$ cat config.mk
export PLATFORM = sky130hd
export DESIGN_NAME = prog_delay_timer
export DESIGN_NICKNAME = d
export VERILOG_FILES = /design/src/rtl/pdt_pkg.sv /design/src/rtl/pdt_edge_sync.sv /design/src/rtl/pdt_tick_gen.sv /design/src/rtl/pdt_down_counter.sv /design/src/rtl/prog_delay_timer.sv
export SDC_FILE = /design/constraint.sdc
export NUM_CORES = 1
export LEC_CHECK = 0
export ABC_AREA = 1
export CAP_MARGIN = 20
export CORE_MARGIN = 4
export CORE_UTILIZATION = 58
export DETAILED_ROUTE_END_ITERATION = 8
export PLACE_DENSITY = 0.79
export SKIP_LAST_GASP = 1
export SYNTH_ARGS = -nofsm -noshare
export SYNTH_HDL_FRONTEND = slang
export SYNTH_HIERARCHICAL = 1
export SYNTH_SLANG_ARGS = --single-unit
$ cat constraint.sdc
create_clock -name clk -period 2.5 [get_ports clk]
set_input_delay 0.5 -clock clk [delete_from_list [all_inputs] [get_ports clk]]
set_output_delay 0.5 -clock clk [all_outputs]
set_load 0.05 [all_outputs]
$ cat src/rtl/pdt_pkg.sv
package pdt_pkg;

    typedef enum logic [1:0] {
        MODE_ONESHOT  = 2'b00,
        MODE_DLY_ON   = 2'b01,
        MODE_DLY_OFF  = 2'b10,
        MODE_DUAL     = 2'b11
    } mode_e;

    typedef enum logic [1:0] {
        TB_RAW     = 2'b00,
        TB_MAINS   = 2'b01,
        TB_XTAL    = 2'b10,
        TB_RAW_ALT = 2'b11
    } tbase_e;

    typedef enum logic [3:0] {
        ST_IDLE,
        ST_OS_RUN,
        ST_DO_WAIT,
        ST_DO_ON,
        ST_DR_HOLD,
        ST_DR_RUN,
        ST_DD_RISE,
        ST_DD_ON,
        ST_DD_FALL
    } state_e;

endpackage

$ cat src/rtl/pdt_edge_sync.sv
module pdt_edge_sync #(
    parameter int SYNC_STAGES = 2
) (
    input  logic clk,
    input  logic rst,
    input  logic trig_in,
    output logic rise,
    output logic fall
);
    localparam int SH_W = SYNC_STAGES + 1;

    logic [SH_W-1:0] sh_q;

    always_ff @(posedge clk) begin
        if (rst) sh_q <= '0;
        else     sh_q <= {sh_q[SH_W-2:0], trig_in};
    end

    assign rise =  sh_q[SYNC_STAGES-1] & ~sh_q[SYNC_STAGES];
    assign fall = ~sh_q[SYNC_STAGES-1] &  sh_q[SYNC_STAGES];
endmodule

$ cat src/rtl/pdt_tick_gen.sv
module pdt_tick_gen
    import pdt_pkg::*;
#(
    parameter int MAINS_DIV = 60,
    parameter int XTAL_DIV  = 32768
) (
    input  logic       clk,
    input  logic       rst,
    input  logic       restart,
    input  logic [1:0] sel,
    output logic       tick
);
    localparam int MAXDIV = (MAINS_DIV > XTAL_DIV) ? MAINS_DIV : XTAL_DIV;
    localparam int CW     = $clog2(MAXDIV + 1);

    logic [CW-1:0] ratio;
    logic [CW-1:0] div_q;

    always_comb begin
        unique case (tbase_e'(sel))
            TB_MAINS: ratio = CW'(MAINS_DIV);
            TB_XTAL:  ratio = CW'(XTAL_DIV);
            default:  ratio = CW'(1);
        endcase
    end

    assign tick = (div_q == ratio - CW'(1));

    always_ff @(posedge clk) begin
        if (rst || restart || tick) div_q <= '0;
        else                        div_q <= div_q + CW'(1);
    end
endmodule

$ cat src/rtl/pdt_down_counter.sv
module pdt_down_counter #(
    parameter int W = 8
) (
    input  logic         clk,
    input  logic         rst,
    input  logic         load,
    input  logic         clear,
    input  logic [W-1:0] load_val,
    input  logic         tick,
    output logic         done,
    output logic [W-1:0] count
);
    logic [W-1:0] cnt_q;

    always_ff @(posedge clk) begin
        if (rst || clear)
            cnt_q <= '0;
        else if (load)
            cnt_q <= (load_val == '0) ? W'(1) : load_val;
        else if (tick && cnt_q != '0)
            cnt_q <= cnt_q - W'(1);
    end

    assign done  = tick && (cnt_q == W'(1));
    assign count = cnt_q;
endmodule

$ cat src/rtl/prog_delay_timer.sv
module prog_delay_timer
    import pdt_pkg::*;
#(
    parameter int DLY_W     = 8,
    parameter int MAINS_DIV = 60,
    parameter int XTAL_DIV  = 32768
) (
    input  logic             clk,
    input  logic             rst,
    input  logic             trig_in,
    input  logic [1:0]       mode_sel,
    input  logic [1:0]       tick_sel,
    input  logic [DLY_W-1:0] delay_val,
    output logic             out_n
);
    state_e             state_q, state_d;
    logic               trig_rise, trig_fall;
    logic               cnt_load, cnt_clear, cnt_done, tick;
    logic [DLY_W-1:0]   cnt_val;

    pdt_edge_sync #(.SYNC_STAGES(2)) u_sync (
        .clk(clk), .rst(rst), .trig_in(trig_in),
        .rise(trig_rise), .fall(trig_fall)
    );

    pdt_tick_gen #(.MAINS_DIV(MAINS_DIV), .XTAL_DIV(XTAL_DIV)) u_tick (
        .clk(clk), .rst(rst), .restart(cnt_load), .sel(tick_sel), .tick(tick)
    );

    pdt_down_counter #(.W(DLY_W)) u_cnt (
        .clk(clk), .rst(rst), .load(cnt_load), .clear(cnt_clear),
        .load_val(delay_val), .tick(tick), .done(cnt_done), .count(cnt_val)
    );

    // next state, counter control
    always_comb begin
        state_d   = state_q;
        cnt_load  = 1'b0;
        cnt_clear = 1'b0;
        unique case (state_q)
            ST_IDLE: begin
                if (trig_rise) begin
                    unique case (mode_e'(mode_sel))
                        MODE_ONESHOT: begin state_d = ST_OS_RUN;  cnt_load = 1'b1; end
                        MODE_DLY_ON:  begin state_d = ST_DO_WAIT; cnt_load = 1'b1; end
                        MODE_DLY_OFF: begin state_d = ST_DR_HOLD; end
                        MODE_DUAL:    begin state_d = ST_DD_RISE; cnt_load = 1'b1; end
                    endcase
                end
            end
            ST_OS_RUN: begin
                if (trig_rise)     begin cnt_load = 1'b1; end
                else if (cnt_done) begin state_d = ST_IDLE; end
            end
            ST_DO_WAIT: begin
                if (trig_fall)     begin state_d = ST_IDLE; cnt_clear = 1'b1; end
                else if (cnt_done) begin state_d = ST_DO_ON; end
            end
            ST_DO_ON: begin
                if (trig_fall) state_d = ST_IDLE;
            end
            ST_DR_HOLD: begin
                if (trig_fall) begin state_d = ST_DR_RUN; cnt_load = 1'b1; end
            end
            ST_DR_RUN: begin
                if (trig_rise)     begin state_d = ST_DR_HOLD; cnt_clear = 1'b1; end
                else if (cnt_done) begin state_d = ST_IDLE; end
            end
            ST_DD_RISE: begin
                if (trig_fall)     begin state_d = ST_IDLE; cnt_clear = 1'b1; end
                else if (cnt_done) begin state_d = ST_DD_ON; end
            end
            ST_DD_ON: begin
                if (trig_fall) begin state_d = ST_DD_FALL; cnt_load = 1'b1; end
            end
            ST_DD_FALL: begin
                if (trig_rise)     begin state_d = ST_DD_ON; cnt_clear = 1'b1; end
                else if (cnt_done) begin state_d = ST_IDLE; end
            end
            default: begin state_d = ST_IDLE; cnt_clear = 1'b1; end
        endcase
    end

    // state register
    always_ff @(posedge clk) begin
        if (rst) state_q <= ST_IDLE;
        else     state_q <= state_d;
    end

    // output decode
    always_comb begin
        unique case (state_q)
            ST_OS_RUN, ST_DO_ON, ST_DR_HOLD,
            ST_DR_RUN, ST_DD_ON, ST_DD_FALL: out_n = 1'b0;
            default:                         out_n = 1'b1;
        endcase
    end
endmodule

Word-level counts from Yosys, hierarchy flattened:

Cells that the tools add are included.

* register bits: 31
* input bits: 15
* word-level logic and storage cells: 75

* add/sub/neg operators: 3
* eq/ne operators: 22
* multiplexer cells: 25
* bitwise gates (word level): 4
* reductions and logical operators: 17

Operators with widths (number)
* $mux 4: 12
* $pmux 4 s9: 1
* $pmux 16 s2: 1
* $mux 8: 3
* $add 16x1->16 const B: 1
* $eq 16x16->1: 1
* $eq 4x3->1 const B: 4
* $pmux 4 s4: 1
* $sub 16x1->16 const B: 1
* $ne 2x2->1 const B: 5
* $eq 4x2->1 const B: 2
* $eq 8x1->1 const B: 1
* $logic_not 8->1: 1
* $reduce_bool 8->1: 1
* $sub 8x1->8 const B: 1
* $reduce_and 7->1: 1
* $eq 2x2->1 const B: 3
* $ne 3x3->1 const B: 2
* $pmux 1 s3: 2
* $reduce_or 2->1: 3
* $reduce_or 6->1: 1
* $mux 1: 5
* $reduce_or 5->1: 1
* $eq 2x1->1 const B: 2
* other kinds (10): 15

Longest topological paths before layout:

* word-level depth: 8
* mapped depth: 20

Hierarchy:

Netlist, hierarchy kept.

By module, submodules not included
* pdt_tick_gen: times used 1, cells each 127, area each 883.3 µm², seq. area each 320.3 µm²
* pdt_down_counter: times used 1, cells each 109, area each 641.9 µm², seq. area each 160.2 µm²
* prog_delay_timer: times used 1, cells each 88, area each 462.9 µm², seq. area each 80.1 µm²
* pdt_edge_sync: times used 1, cells each 12, area each 93.8 µm², seq. area each 60.1 µm²

Worst setup path before layout:

Ideal clock, no wire load.

* path kind: input -> register
* start: input tick_sel[0]
* end: register state_q[2]
* data arrival time: 2.105 ns
* setup slack: 0.282 ns
* cell stages on the path: 19
* path buffers: 0
* cells stage by stage: inv_1 ha_1 inv_1 nor2_1 nand3_1 nand2_1 inv_1 nor2_1 nand2_2 inv_1 nand3_1 nor2_1 nor2_1 nand2_1 nand3_1 nand2_1 nand2_4 nor2_1 nor2_1

* cells in the longest elaborated chain, start to end: 8
* elaborated cells between the ends (all ways): 14
* classes of those cells: add/sub: 1; eq/ne: 5; mux: 6; reduce/logical: 2

Ends and longest elaborated chain
* start, declared: line prog_delay_timer.sv:12 `input logic [1:0] tick_sel,`
* $eq 2x2->1 / $eq 2x1->1 (equally long branches): line pdt_tick_gen.sv:20 `unique case (tbase_e'(sel))`
* $pmux 16 s2 (*): line pdt_tick_gen.sv:20
* $sub 16x1->16 (*): line pdt_tick_gen.sv:27 `assign tick = (div_q == ratio - CW'(1));`
* $eq 16x16->1 (*): line pdt_tick_gen.sv:27
* named net tick: line prog_delay_timer.sv:18 `logic cnt_load, cnt_clear, cnt_done, tick;`
* $logic_and 1x1->1 (*): line pdt_down_counter.sv:24 `assign done = tick && (cnt_q == W'(1));`
* named net cnt_done: line prog_delay_timer.sv:18
* $mux 4
* $mux 4, on equally long branches
* $pmux 4 s9
* end signal, assigned: line prog_delay_timer.sv:87 `else state_q <= state_d;`
* end, declared: line prog_delay_timer.sv:16 `state_e state_q, state_d;`

The timed path passes the listed nets; every way through them passes the cells marked *. The select of a mux whose other input is x is not followed.
A chain may end at the register's enable or synchronous reset.

Worst setup path in the final report:

* start: input tick_sel[1]
* end: register state_q[0]

The elaborated chain is that of the path after synthesis.

==> metrics.md <==
| Metric | Value |
|---|---|
| Status | finished clean |
| Area of the multi-input gates | 0.00130 sq mm |
| Crit-path max FO | 7 |
| Cell variety after synth | 29 |
| Area grow syn2layout | 13.5% |
| Io pins | 16 |
| Yosys warns | 6 |
| Post-synthesis register bit count | 31 |
| Hold slack | 0.421 ns |
| Die width | 67.9 um |
| Hold Vio Cnt, Final | 0 |
| Largest net degree at the start of global routing | 17 |
| CP Capture Point | state_q[0] |
| Setup crit start | tick_sel[1] |
| Detailed-placement wirelength estimate | 3450 um |
| Worst Path Required | 2.77 ns |
| RR Startpoint | state_q[3] |
| H-tree depth | 2 |
| Antenna cells | 0 |
| GRT overflow | 0 |
| Die footprint | 0.00461 sq mm |
| Setup TNS | 0 ns |
| WS Path Type | primary input to flop |
| # DRC | 0 |
| Peak supply drop | 0.000502 V |
| Initial DRC count | 174 |
| Clock Root Buffer | clkbuf_4 |
| Worst-margin pin slew | 0.323 ns |
| Die H | 67.9 um |
| R2R cell count | 11 |
| Syn Inst Count | 336 |
| Min Tclk post-route | 2.25 ns |
| Flop-to-flop setup slack | 0.55 ns |
| Clock latency on the worst-skew pair | 0.33 ns |
| Element type at the critical path end | flop |
| Syn Std Cell Area | 0.00208 sq mm |
| Sink Count | 31 |
| WL final | 4400 um |
| Fin worst setup slack | 0.250 ns |
| Slew HR | 78.2% |
| Hold buffer count at cts | 0 |
| RR Endpoint | u_cnt/count[7] |
| Row count | 21 |
| Arrival time at the worst endpoint | 2.52 ns |
| Port Buffer Count | 15 |
| Power density over the cells | 773 mW/mm^2 |
| Tot GR Track Use | 21.8% |
| Peak Freq | 444 MHz |
| CP Launch Type | primary input |
| First-pass GRT wire length | 7690 um |
| RSZ-0062 raised after global routing | no |
| Fin crit share | 90.0% |
| Worst Skew | 0.00716 ns |
| Core ar. | 0.00339 sq mm |
| Worst Hold Class | flop to flop |
| Post-placement setup slack | -0.248 ns |
| Clk buf depth | 2 |
| Leakage | 1.07 nW |
| Max cap viols | 0 |
| Vias per cell | 5.00 |
| Post-Syn Nets | 356 |
| Seq. cell area | 621 sq um |
| Vias post-DR | 2029 |
| Worst-path clk slew | 0.10 ns |
| Mean routed wirelength per cell | 10.8 um |
| CTS tree | built |
| CTS buffer count | 5 |
| GPL Wtd Cong | 0.923 |
| Sequential element share of the synthesized area | 29.8% |
| # fillers | 313 |
| Total power | 0.00182 W |
| Initial Util | 61.4% |
| # setup viols final | 0 |
| Post-synthesis area per instance | 6.20 sq um |
| Max-slew violation total from the final report | 0 |
| Pre-antenna DRT Iters | 4 |
| Ratio of cells with drive above 1 in the final layout | 12.8% |
| Post-route ant nets | 0 |
| Vias in the first global route | 1781 |
| Antenna violations before repair | 0 |
| Final nets | 379 |
[worst max-delay path: stages]
cell,delay (ns)
clkdlybuf4s50_1,0.40
ha_1,0.29
inv_2,0.04
nor2_1,0.09
nand3_1,0.07
nand2_1,0.06
inv_1,0.04
nor2_2,0.08
nand2_2,0.06
inv_2,0.06
nand3_2,0.09
nor2_4,0.15
nor2_1,0.05
nand2_1,0.05
nand3_1,0.09
nand2_2,0.10
nand2_4,0.07
nand2_2,0.06
nand2_1,0.04
nor2_1,0.10
[worst min path at each step]
stage	startpoint	endpoint	slack [ns]	cells after the start
floorplan	u_sync/sh_q[0]	u_sync/sh_q[1]	0.39	2
global placement	u_sync/sh_q[0]	u_sync/sh_q[1]	0.39	2
detailed placement	u_sync/sh_q[0]	u_sync/sh_q[1]	0.40	2
CTS	u_sync/sh_q[0]	u_sync/sh_q[1]	0.43	2
global route	u_sync/sh_q[0]	u_sync/sh_q[1]	0.47	2
finish	u_sync/sh_q[0]	u_sync/sh_q[1]	0.42	2
[repair_timing]
action | CTS | global route
setup endpoints to repair | 0 | 4
resized for setup | 0 | 9
buffers inserted | 0 | 0
endpoints found under the hold margin | 0 | 0
[report_power, final]
group / total [W] / internal, W / switching [W]
Clock: 0.000280 / 0.000108 / 0.000172
Sequential: 0.000628 / 0.000553 / 0.0000749
Combinational: 0.000917 / 0.000337 / 0.000580
[per-layer routing]
layer	GRT usage, %	vias up	routed length, um
li1	-	1086	-
met1	28.1	899	2180
met2	35.4	38	2000
met3	5.09	6	158
met4	7.94	0	67
met5	0	-	0
[cell type report]
class                           count  area share, %
Inverter                           39           6.25
Sequential cell                    31           26.3
Multi-Input combinational cell    263           55.1
Tap cell                           46           2.44
Timing Repair Buffer               19           7.63
Clock inverter                      2          0.530
Clock buffer                        6           1.75
[Yosys cell counts]
master | n | area [sq um]
buf_8 | 1 | 15.0
o311ai_0 | 1 | 8.76
nor3_2 | 1 | 10.0
o21ai_1 | 1 | 5.00
dfxtp_1 | 31 | 621
ha_1 | 5 | 62.6
inv_1 | 34 | 128
nand2_4 | 4 | 45.0
inv_2 | 4 | 15.0
nand2_2 | 5 | 31.3
nand3_2 | 1 | 10.0
nand4_1 | 4 | 25.0
o21ai_0 | 8 | 40.0
o21bai_1 | 4 | 30.0
nand3_1 | 26 | 130
nor3_1 | 2 | 10.0
xnor2_1 | 5 | 43.8
nor2_4 | 1 | 11.3
nor3b_1 | 1 | 7.51
buf_2 | 1 | 5.00
or2_2 | 1 | 6.26
xor2_1 | 9 | 78.8
nand2_1 | 83 | 312
nand3b_1 | 1 | 7.51
clkinv_2 | 1 | 5.00
a21oi_1 | 8 | 40.0
nor2_1 | 83 | 312
nor2_2 | 9 | 56.3
buf_6 | 1 | 11.3
[flip-flops by register name (all words and copies together), names as in the netlist]
| name | count |
|---|---|
| u_tick/div_q | 16 |
| u_sync/sh_q | 3 |
| u_cnt/count | 8 |
| state_q | 4 |
[kinds of logic after synthesis]
kind of cell | synth area share (%)
buf+inv | 8.59
fa+ha+maj | 3.00
compound gates | 5.95
simple gates | 46.8
xor+xnor | 5.89
flops | 29.8
[stage by stage]
step,util (%),cells,area [sq um]
floorplan,-,336,2080
global placement,67.4,398,2290
detailed placement,67.4,398,2290
CTS,69.0,406,2340
global route,69.7,406,2360
finish,69.7,406,2360
[cell usage in the layout (no fill, tap or decap)]
cell type and count:
nand3b_1 1, nand2_4 4, dlymetal6s2s_1 1, clkinv_2 2, nand2_1 81, o21ai_0 8
buf_4 5, o21ai_1 1, nand2_2 7, nor2_1 81, nand3_1 25, inv_2 6
clkbuf_1 1, xnor2_1 5, clkbuf_4 5, nor3_2 1, clkinvlp_4 1, nor2_2 10
xor2_1 9, o21bai_1 4, nand3_2 2, clkdlybuf4s50_1 13, nand4_1 4, a21oi_1 8
inv_1 32, nor3_1 2, or2_2 1, o311ai_0 1, nor3b_1 1, nor2_4 2
dfxtp_1 31, ha_1 5
(Power assumes the default switching activity.)
